File: config.mk
export PLATFORM = sky130hd
export DESIGN_NAME = burst_addr_seq
export DESIGN_NICKNAME = d
export VERILOG_FILES = /design/src/rtl/burst_pkg.sv /design/src/rtl/burst_beat_ctr.sv /design/src/rtl/burst_base_reg.sv /design/src/rtl/burst_order_map.sv /design/src/rtl/burst_addr_seq.sv
export SDC_FILE = /design/constraint.sdc
export NUM_CORES = 1
export LEC_CHECK = 0
export BUFFER_PORTS_ARGS = -buffer_cell sky130_fd_sc_hd__buf_4
export CORE_MARGIN = 3
export CORE_UTILIZATION = 35
export CTS_CLUSTER_DIAMETER = 80
export DETAILED_ROUTE_END_ITERATION = 10
export HOLD_SLACK_MARGIN = 0.1
export PLACE_DENSITY = 0.67
export SLEW_MARGIN = 20
export SYNTH_ARGS = -nofsm -noshare
export SYNTH_HDL_FRONTEND = slang
export SYNTH_SLANG_ARGS = --single-unit
File: constraint.sdc
create_clock -name clk -period 1.8 [get_ports clk]
set_clock_uncertainty 0.05 [all_clocks]
set_input_delay 0.27 -clock clk [delete_from_list [all_inputs] [get_ports clk]]
set_output_delay 0.27 -clock clk [all_outputs]
set_load 0.005 [all_outputs]
File: src/rtl/burst_pkg.sv
// Shared types and beat arithmetic for the burst address sequencer.
// Assumes a four-beat burst, so the sequenced field is two bits wide.
package burst_pkg;

    localparam int LOW_W = 2;

    typedef logic [LOW_W-1:0] beat_t;

    typedef enum logic {
        ORD_LINEAR     = 1'b0,
        ORD_INTERLEAVE = 1'b1
    } burst_order_e;

    // Linear order: start offset plus beat index, modulo the burst length.
    function automatic beat_t linear_beat(beat_t start, beat_t idx);
        return beat_t'(start + idx);
    endfunction

    // Interleaved order: beat index XORed into the start offset.
    function automatic beat_t interleave_beat(beat_t start, beat_t idx);
        return start ^ idx;
    endfunction

endpackage

File: src/rtl/burst_beat_ctr.sv
// Beat index counter. It clears on a load and steps by one on an advance.
// It wraps naturally at four and holds when neither strobe is set.
// Assumes the caller never raises load and step together.
module burst_beat_ctr
    import burst_pkg::*;
(
    input  logic  clk,
    input  logic  rst_n,
    input  logic  load_i,
    input  logic  step_i,
    output beat_t beat_o
);

    beat_t beat_q;

    // Keep the beat index: clear on reset or load, increment on step.
    always_ff @(posedge clk) begin
        if (!rst_n) begin
            beat_q <= '0;
        end else if (load_i) begin
            beat_q <= '0;
        end else if (step_i) begin
            beat_q <= beat_t'(beat_q + 1'b1);
        end
    end

    assign beat_o = beat_q;

endmodule

File: src/rtl/burst_base_reg.sv
// Start-address register. It captures the whole address on a load and
// otherwise keeps it. It splits the value into the upper bits, which pass
// to the output, and the start offset that seeds the beat order.
module burst_base_reg
    import burst_pkg::*;
#(
    parameter int ADDR_W = 16,
    localparam int HI_W  = ADDR_W - LOW_W
) (
    input  logic              clk,
    input  logic              rst_n,
    input  logic              load_i,
    input  logic [ADDR_W-1:0] addr_i,
    output logic [HI_W-1:0]   hi_o,
    output beat_t             start_o
);

    logic [HI_W-1:0] hi_q;
    beat_t           start_q;

    // Capture the start address on a load; clear on reset.
    always_ff @(posedge clk) begin
        if (!rst_n) begin
            hi_q    <= '0;
            start_q <= '0;
        end else if (load_i) begin
            hi_q    <= addr_i[ADDR_W-1:LOW_W];
            start_q <= addr_i[LOW_W-1:0];
        end
    end

    assign hi_o    = hi_q;
    assign start_o = start_q;

endmodule

File: src/rtl/burst_order_map.sv
// Maps start offset and beat index to the current low address bits.
// Purely combinational. ORDER_FIXED picks a variant: 0 muxes both orders
// under the strap, 1 builds linear only, 2 builds interleaved only.
module burst_order_map
    import burst_pkg::*;
#(
    parameter int ORDER_FIXED = 0
) (
    input  burst_order_e order_i,
    input  beat_t        start_i,
    input  beat_t        beat_i,
    output beat_t        low_o
);

    generate
        if (ORDER_FIXED == 1) begin : g_lin_only
            // Linear order only; the strap is not used.
            always_comb low_o = linear_beat(start_i, beat_i);
        end else if (ORDER_FIXED == 2) begin : g_ilv_only
            // Interleaved order only; the strap is not used.
            always_comb low_o = interleave_beat(start_i, beat_i);
        end else begin : g_strap
            // Select the beat order from the strap.
            always_comb begin
                if (order_i == ORD_INTERLEAVE) begin
                    low_o = interleave_beat(start_i, beat_i);
                end else begin
                    low_o = linear_beat(start_i, beat_i);
                end
            end
        end
    endgenerate

endmodule

File: src/rtl/burst_addr_seq.sv
// Burst address sequencer top. It decodes clock enable and advance/load
// into load and step strobes, keeps the start address and the beat index,
// and builds the output from the loaded upper bits and the sequenced low
// bits. Assumes order_sel is static while a burst runs.
module burst_addr_seq
    import burst_pkg::*;
#(
    parameter int ADDR_W      = 16,
    parameter int ORDER_FIXED = 0
) (
    input  logic              clk,
    input  logic              rst_n,
    input  logic              clk_en_n,
    input  logic              adv_ld,
    input  logic [ADDR_W-1:0] load_addr,
    input  logic              order_sel,
    output logic [ADDR_W-1:0] addr_out
);

    localparam int HI_W = ADDR_W - LOW_W;

    logic            qual;
    logic            do_load;
    logic            do_step;
    logic [HI_W-1:0] hi_bits;
    beat_t           start_off;
    beat_t           beat_idx;
    beat_t           low_bits;
    burst_order_e    order;

    // Turn the clock qualifier and advance/load into one-hot strobes.
    always_comb begin
        qual    = !clk_en_n;
        do_load = qual && !adv_ld;
        do_step = qual && adv_ld;
        order   = burst_order_e'(order_sel);
    end

    burst_base_reg #(
        .ADDR_W (ADDR_W)
    ) i_base (
        .clk     (clk),
        .rst_n   (rst_n),
        .load_i  (do_load),
        .addr_i  (load_addr),
        .hi_o    (hi_bits),
        .start_o (start_off)
    );

    burst_beat_ctr i_beat (
        .clk    (clk),
        .rst_n  (rst_n),
        .load_i (do_load),
        .step_i (do_step),
        .beat_o (beat_idx)
    );

    burst_order_map #(
        .ORDER_FIXED (ORDER_FIXED)
    ) i_map (
        .order_i (order),
        .start_i (start_off),
        .beat_i  (beat_idx),
        .low_o   (low_bits)
    );

    // Join the loaded upper bits with the sequenced low bits.
    always_comb addr_out = {hi_bits, low_bits};

endmodule

==> results.json, run 1 <==
{
  "status": "finished clean",
  "hold_path.class": "input port to flip-flop",
  "antenna_found_initial": 0,
  "yosysWarnings": 0,
  "placedCellCount": 142,
  "p_int_uw": 612.3,
  "synth.distinct_cells": 18,
  "ff2ff_path_depth": 3,
  "post-cts-setup-buffer-count": 0,
  "cts_tree": "yes",
  "post_drt_via_cell_ratio": 4.452,
  "drt_iter0_drc": 3,
  "power_frac_seq": 0.541,
  "setup_viol": 0,
  "fmax_mhz": 633.8,
  "drt_wl_total_mm": 1.560,
  "grt_start_max_net_pins": 19,
  "worstMarginPinSlew_ns": 0.6039,
  "r2r_slack_ns": 0.94,
  "grt_usage": 0.1162,
  "yosysTopAreaCellShare": 0.4586,
  "instances_no_fill": 146,
  "dieArea_um2": 2849,
  "clk_pin_slew_ns": 0.10,
  "cts.path.max_buffers": 2,
  "vias": 650,
  "finalSetupTns_ns": 0,
  "vdd.ir_drop.worst_v": 0.0004433,
  "gr-total-overflow": 0,
  "drv_cap": 0,
  "hpwl_mm": 1.154,
  "rows": 16,
  "rsz0062_at_grt": "no",
  "portBuffers": 36,
  "cp.arrival_ns": 1.26,
  "fin_crit_sh": 0.8765,
  "power.total_uw": 789.7,
  "startpoint_type": "flip-flop",
  "start_util": 0.3848,
  "syn_inst": 83,
  "yosys.area.top_type": "dfxtp_1",
  "die_h_um": 53.38,
  "r2r_start": "i_beat.beat_o[0]",
  "power_per_cell_area_nw_per_um2": 727.1,
  "wl_per_cell_um": 10.68,
  "switching_share": 0.2246,
  "critPathRequiredTime_ns": 1.48,
  "critPathSlowestCell": "dfxtp_1",
  "cts_resized": 0,
  "cp_slowest_stage_delay_ns": 0.41,
  "path_buf_inv": 1,
  "firstDrtPassIters": 2,
  "min_to": "i_base.hi_o[0]",
  "drcViolationCount": 0,
  "cp_max_fo": 5,
  "drive_gt1_frac": 0.4454,
  "worstSetupPathType": "flip-flop to primary output",
  "synth.avg_cell_area_um2": 9.467,
  "hold_ws_ns": 0.1729,
  "layout_min_cycle_time_ns": 1.578,
  "ctsHoldBuffers": 0,
  "hp-start": "load_addr[2]",
  "worstSetupEndpointType": "primary output",
  "crit_family": "flip-flops",
  "r2r_end": "i_beat.beat_o[0]",
  "grt_pass1_wl_mm": 2.470,
  "crit_chain": "ha_1 > nor2b_1 > xnor2_1 > buf_4",
  "hold_depth": 3,
  "area_growth_pct": 38.22,
  "htreeDepth": 1,
  "grt_pass1_vias": 604,
  "leakagePower_nw": 0.4559,
  "slew_viol_final": 0,
  "fin_nets": 142,
  "pin_count": 37,
  "n_antenna_cell": 0,
  "gp_congestion": 0.6712,
  "cts_sinks": 18,
  "synth_area_um2": 785.8,
  "synth_area_leaders": "dfxtp_1 (46%), a21boi_2 (14%), nand2_1 (14%), a21boi_0 (6.7%), buf_12 (2.5%)",
  "p_switching_uw": 177.3,
  "die_x_um": 53.38,
  "numCtsBuffers": 3,
  "p_clk_frac": 0.307,
  "synth_seq_cells": 18,
  "cts_root_buf": "clkbuf_4",
  "core_area_um2": 2042,
  "comb_power_share": 0.153,
  "syn_nets": 105,
  "antenna_left": 0,
  "maxSlewHeadroom": 0.5974,
  "clock_latency_ns": 0.29,
  "ys_seq_area_frac": 0.4586,
  "final_hold_viol_count": 0
}
-- cell families after synthesis --
kind of cell,count (synthesis),synth area share
DFF,18,0.4586
adders and majority gates,1,0.01592
and+or+nand+nor,39,0.2293
AOI/OAI and AO/OA,19,0.2229
xor gates and xnor gates,2,0.02230
buffers and inverters,4,0.05094
-- worst max-delay path by stage --
stage	start	endpoint	slack [ns]	cells after the start
2_1_floorplan	i_beat.beat_o[0]	addr_out[1]	0.70	3
3_3_place_gp	clk_en_n	i_base.hi_o[0]	0.50	4
3_5_place_dp	clk_en_n	i_base.hi_o[11]	0.47	4
4_1_cts	i_beat.beat_o[0]	addr_out[1]	0.21	4
5_1_grt	i_beat.beat_o[0]	addr_out[1]	0.10	4
6_report	i_beat.beat_o[0]	addr_out[1]	0.22	4
-- power by group through the flow --
stage / clock network (mW) / logic, mW / registers [mW]
after floorplan: 0 / 0.0574 / 0.436
after global placement: 0 / 0.121 / 0.436
after detailed placement: 0 / 0.123 / 0.436
after CTS: 0.252 / 0.123 / 0.427
after global routing: 0.263 / 0.134 / 0.430
final: 0.242 / 0.121 / 0.427
-- sequential cells by signal, indices dropped and copies added, names as in the netlist --
register        cells
i_beat.beat_o       2
i_base.start_o      2
i_base.hi_o        14
-- worst reg2reg max path: stages (launching register included) --
cell     delay, ns
dfxtp_1       0.36
nor3b_1       0.20
a21oi_1       0.06
nor2b_1       0.13
-- Yosys cell counts (all sizes together) --
| cell | n |
|---|---|
| or2 | 1 |
| nand4bb | 1 |
| a21boi | 17 |
| buf | 3 |
| clkbuf | 1 |
| xnor2 | 2 |
| nor2 | 1 |
| o21ai | 1 |
| ha | 1 |
| nor2b | 3 |
| dfxtp | 18 |
| nor3b | 1 |
| a21oi | 1 |
| nand2 | 32 |
-- routing by layer --
metal | global-route usage | routed length, um | part of all wire
met1 | 0.1373 | 668 | 0.43
met2 | 0.1980 | 807 | 0.52
met3 | 0.008451 | 70 | 0.045
met4 | 0.07660 | 14 | 0.0090
met5 | 0 | 0 | 0
-- layout by cell type (no fill, tap or decap), types with 2 or more instances in the layout --
master,count
buf_4,36
nand2_1,30
dfxtp_1,18
a21boi_2,10
a21boi_0,7
nor2b_1,3
clkbuf_4,3
xnor2_1,2
nand2_2,2
-- area by class of cell --
class / instances / area [um^2]
Fill cell: 216 / 955.9
Multi-Input combinational cell: 61 / 385.4
Sequential cell: 18 / 360.3
Timing Repair Buffer: 36 / 270.3
Clock buffer: 4 / 36.28
Tap cell: 27 / 33.78
-- metrics by stage --
step                setup WS [ns]  instance area (um^2)  utilization
CTS                        0.2106                  1086       0.5319
detailed placement         0.4699                  1050       0.5141
floorplan                  0.6954                 785.8            -
global route               0.1013                  1086       0.5319
global placement           0.5008                  1050       0.5141
finish                     0.2223                  1086       0.5319
Power figures use the tool's default switching activity.
==> inputs of run 2 (changes only) <==
--- a/config.mk
+++ b/config.mk
@@ -5,7 +5,7 @@
 export SDC_FILE = /design/constraint.sdc
 export NUM_CORES = 1
 export LEC_CHECK = 0
-export BUFFER_PORTS_ARGS = -buffer_cell sky130_fd_sc_hd__buf_4
+export BUFFER_PORTS_ARGS = -buffer_cell sky130_fd_sc_hd__buf_2
 export CORE_MARGIN = 3
 export CORE_UTILIZATION = 35
 export CTS_CLUSTER_DIAMETER = 80
==> results.json, run 2 (same netlist as run 1, synthesis figures left out) <==
{
  "ctsHoldBuffers": 0,
  "cp_slowest_stage_delay_ns": 0.41,
  "portBuffers": 36,
  "firstDrtPassIters": 2,
  "clk_pin_slew_ns": 0.09,
  "maxSlewHeadroom": 0.6182,
  "numCtsBuffers": 3,
  "drt_wl_total_mm": 1.513,
  "largest_reg_flops": 14,
  "worstMarginPinSlew_ns": 0.5727,
  "leakagePower_nw": 0.4303,
  "crit_chain": "ha_1 > nor2b_1 > xnor2_1 > buf_2",
  "antenna_left": 0,
  "wl_per_cell_um": 10.43,
  "power.total_uw": 706.5,
  "cts_root_buf": "clkbuf_4",
  "worstSetupEndpointType": "primary output",
  "worstSetupPathType": "flip-flop to primary output",
  "cp_max_fo": 5,
  "drive_gt1_frac": 0.4407,
  "final_hold_viol_count": 0,
  "instances_no_fill": 145,
  "htreeDepth": 1,
  "die_x_um": 53.38,
  "n_antenna_cell": 0,
  "fin_nets": 142,
  "startpoint_type": "flip-flop",
  "place_area_um2": 959.7,
  "grt_start_max_net_pins": 19,
  "hpwl_mm": 1.136,
  "final_cell_mix": "buf_2 (36), nand2_1 (30), dfxtp_1 (18), a21boi_2 (10), a21boi_0 (7)",
  "cp.arrival_ns": 1.24,
  "start_util": 0.3848,
  "stdcell_area_um2": 982.2,
  "cts.path.max_buffers": 2,
  "antenna_found_initial": 0,
  "dieArea_um2": 2849,
  "post_drt_via_cell_ratio": 4.545,
  "finalSetupTns_ns": 0,
  "gp_congestion": 0.6309,
  "fin_crit_sh": 0.8662,
  "core_area_um2": 2042,
  "drt_iter0_drc": 5,
  "grt_pass1_vias": 625,
  "placedCellCount": 142,
  "fmax_mhz": 641.4,
  "setup_viol": 0,
  "area_growth_pct": 25.00,
  "cts_resized": 0,
  "clock_latency_ns": 0.27,
  "layout_commonest_cell": "buf_2",
  "critPathRequiredTime_ns": 1.48,
  "rows": 16,
  "vdd.ir_drop.worst_v": 0.0004065,
  "grt_pass1_wl_mm": 2.484,
  "critPathSlowestCell": "dfxtp_1",
  "layout_min_cycle_time_ns": 1.559,
  "vias": 659,
  "power_per_cell_area_nw_per_um2": 719.4,
  "cts_sinks": 18,
  "rsz0062_at_grt": "no",
  "hold_path.class": "input port to flip-flop",
  "cts_tree": "yes",
  "post-cts-setup-buffer-count": 0,
  "gr-total-overflow": 0,
  "drcViolationCount": 0,
  "status": "finished clean",
  "grt_usage": 0.1181,
  "slew_viol_final": 0,
  "die_h_um": 53.38,
  "pin_count": 37,
  "drv_cap": 0
}
==> run 2: cell types whose count changed in the layout (fill, tap and decap cells not counted), sizes merged <==
cell,previous run,this run
clkbuf,4,3
==> run 2: critical path: cells and delay by family (launching register included) <==
family        cells  cell delay [ns]
buf+inv           1             0.12
xor+xnor          1             0.12
fa+ha+maj         1             0.16
simple gates      1             0.15
flops             1             0.41
==> run 2: stage by stage <==
step           hold slack, ns  utilization  setup WS (ns)
2_1_floorplan          0.3644            -         0.6954
3_3_place_gp           0.4014       0.4700         0.4991
3_5_place_dp           0.4044       0.4700         0.4584
4_1_cts                0.1734       0.4810         0.2251
5_1_grt                0.1659       0.4810         0.1394
6_report               0.1812       0.4810         0.2409
==> run 2: report_power, final <==
group | internal, mW | switching (mW) | leakage [nW]
Sequential | 0.416 | 0.00987 | 0.147
Combinational | 0.0518 | 0.0480 | 0.269
Clock | 0.0774 | 0.103 | 0.0138
==> run 2: routing by layer <==
layer | global-route usage | part of all wire | vias to the layer above
met5 | 0 | 0 | -
met4 | 0.06383 | 0.0073 | 0
met3 | 0.008451 | 0.042 | 2
met2 | 0.2102 | 0.53 | 13
met1 | 0.1378 | 0.42 | 303
li1 | - | - | 341
==> run 2: area by class of cell <==
type / count / area (um^2)
fillers: 229 / 1060
multi-input cells: 61 / 385.4
flip-flops and latches: 18 / 360.3
repair buffers: 36 / 180.2
well taps: 27 / 33.78
clock buffers: 3 / 22.52
==> run 2: worst paths after layout <==
check / from / to / slack, ns / cells past startpoint
setup reg to reg: i_beat.beat_o[0] / i_beat.beat_o[1] / 0.94 / 3
hold reg to reg: i_base.hi_o[12] / i_base.hi_o[12] / 0.41 / 2
setup / recovery: i_beat.beat_o[0] / addr_out[1] / 0.24 / 4
hold / removal: load_addr[2] / i_base.hi_o[0] / 0.18 / 3
==> inputs of run 3 (changes only) <==
--- a/config.mk
+++ b/config.mk
@@ -5,14 +5,13 @@
 export SDC_FILE = /design/constraint.sdc
 export NUM_CORES = 1
 export LEC_CHECK = 0
-export BUFFER_PORTS_ARGS = -buffer_cell sky130_fd_sc_hd__buf_2
+export BUFFER_PORTS_ARGS = -buffer_cell sky130_fd_sc_hd__buf_4
 export CORE_MARGIN = 3
-export CORE_UTILIZATION = 35
+export CORE_UTILIZATION = 47
 export CTS_CLUSTER_DIAMETER = 80
 export DETAILED_ROUTE_END_ITERATION = 10
 export HOLD_SLACK_MARGIN = 0.1
-export PLACE_DENSITY = 0.67
-export SLEW_MARGIN = 20
+export PLACE_DENSITY = 0.85
 export SYNTH_ARGS = -nofsm -noshare
 export SYNTH_HDL_FRONTEND = slang
 export SYNTH_SLANG_ARGS = --single-unit
==> results.json, run 3 (same netlist as run 1, synthesis figures left out) <==
{
  "power_frac_seq": 0.538,
  "finalSetupTns_ns": 0,
  "grt_util_met1": 0.1916,
  "cp.arrival_ns": 1.26,
  "rows": 14,
  "cts_sinks": 18,
  "vdd.ir_drop.worst_v": 0.0004601,
  "largest_reg_flops": 14,
  "post-place-ws_ns": 0.4961,
  "dieArea_um2": 2198,
  "clk_pin_slew_ns": 0.10,
  "worstMarginPinSlew_ns": 0.5805,
  "top_usage_layer": "met2",
  "ctsHoldBuffers": 0,
  "hold_path.class": "input port to flip-flop",
  "setup_ws_ns": 0.2237,
  "final_cell_mix": "buf_4 (36), nand2_1 (30), dfxtp_1 (18), a21boi_2 (10), a21boi_0 (7)",
  "fin_nets": 142,
  "leakagePower_nw": 0.4559,
  "layout_commonest_cell": "buf_4",
  "cts_resized": 0,
  "cp_slowest_stage_delay_ns": 0.41,
  "crit_chain": "ha_1 > nor2b_1 > xnor2_1 > buf_4",
  "numCtsBuffers": 3,
  "rsz0062_at_grt": "no",
  "path_buf_inv": 1,
  "firstDrtPassIters": 2,
  "layout_min_cycle_time_ns": 1.576,
  "cts_root_buf": "clkbuf_4",
  "antenna_found_initial": 0,
  "instances_no_fill": 135,
  "startpoint_type": "flip-flop",
  "final_hold_viol_count": 0,
  "cts.path.max_buffers": 2,
  "grt_pass1_vias": 654,
  "area_growth_pct": 36.47,
  "drive_gt1_frac": 0.4454,
  "grt_start_max_net_pins": 19,
  "drt_wl_total_mm": 1.524,
  "status": "finished clean",
  "clock_latency_ns": 0.29,
  "drcViolationCount": 0,
  "maxSlewHeadroom": 0.6130,
  "pin_count": 37,
  "slew_viol_final": 0,
  "drv_cap": 0,
  "grt_usage": 0.1579,
  "portBuffers": 36,
  "cts_tree": "yes",
  "p_int_uw": 612.4,
  "stdcell_area_um2": 1072,
  "grt_util_met3": 0.03448,
  "switching_share": 0.2280,
  "p_switching_uw": 180.8,
  "use_met2": 0.2656,
  "drt_iter0_drc": 3,
  "wl_per_cell_um": 11.29,
  "placedCellCount": 131,
  "worstSetupPathType": "flip-flop to primary output",
  "fin_crit_sh": 0.8757,
  "setup_viol": 0,
  "worstSetupEndpointType": "primary output",
  "post_drt_via_cell_ratio": 4.926,
  "hpwl_mm": 1.149,
  "htreeDepth": 1,
  "core_area_um2": 1541,
  "crit_family": "flip-flops",
  "die_x_um": 46.89,
  "hold_ws_ns": 0.1734,
  "fmax_mhz": 634.4,
  "place_area_um2": 1036,
  "grt_pass1_wl_mm": 2.511,
  "gr-total-overflow": 0,
  "post-cts-setup-buffer-count": 0,
  "critPathSlowestCell": "dfxtp_1",
  "gp_congestion": 0.6941,
  "critPathRequiredTime_ns": 1.48,
  "comb_power_share": 0.153,
  "antenna_left": 0,
  "die_h_um": 46.89,
  "cp_max_fo": 5,
  "power_per_cell_area_nw_per_um2": 739.8,
  "p_clk_frac": 0.309,
  "vias": 665,
  "n_antenna_cell": 0,
  "start_util": 0.5097
}
## run 3: cell types whose count changed in the layout (fill, tap and decap cells not counted), sizes merged
cell	change
clkbuf	+1
## run 3: worst paths after layout
kind	start	endpoint	slack, ns	cells after the start
worst max-delay path	i_beat.beat_o[0]	addr_out[1]	0.22	4
worst min-delay path	load_addr[14]	i_base.hi_o[12]	0.17	3
worst min register to register	i_base.hi_o[2]	i_base.hi_o[2]	0.42	2
worst max register to register	i_beat.beat_o[0]	i_beat.beat_o[0]	0.94	3
## run 3: power by group through the flow
stage | Combinational, mW | Clock (mW) | Sequential, mW
finish | 0.121 | 0.246 | 0.427
global route | 0.134 | 0.269 | 0.429
CTS | 0.123 | 0.250 | 0.427
detailed placement | 0.123 | 0 | 0.436
global placement | 0.120 | 0 | 0.435
floorplan | 0.0574 | 0 | 0.436
## run 3: layout make-up
type	instances	area, um^2
clock buffers	4	36.28
repair buffers	36	270.3
multi-input cells	61	385.4
well taps	16	20.02
fillers	127	469.2
flip-flops and latches	18	360.3
## run 3: tightest hold or removal path: cells and delay by family
kind            cells  cell delay [ns]
buf+inv             1             0.11
compound gates      1             0.04
simple gates        1             0.06
## run 3: per-layer routing
layer / part of all wire / vias to the layer above
met4: 0.014 / 0
met5: 0 / -
met3: 0.063 / 4
met1: 0.41 / 302
met2: 0.51 / 17
li1: - / 342
## run 3: per-stage QoR
| step | power (mW) | util |
|---|---|---|
| global route | 0.8319 | 0.6956 |
| CTS | 0.8006 | 0.6956 |
| floorplan | 0.4936 | - |
| global placement | 0.5555 | 0.6721 |
| finish | 0.7933 | 0.6956 |
| detailed placement | 0.5589 | 0.6721 |
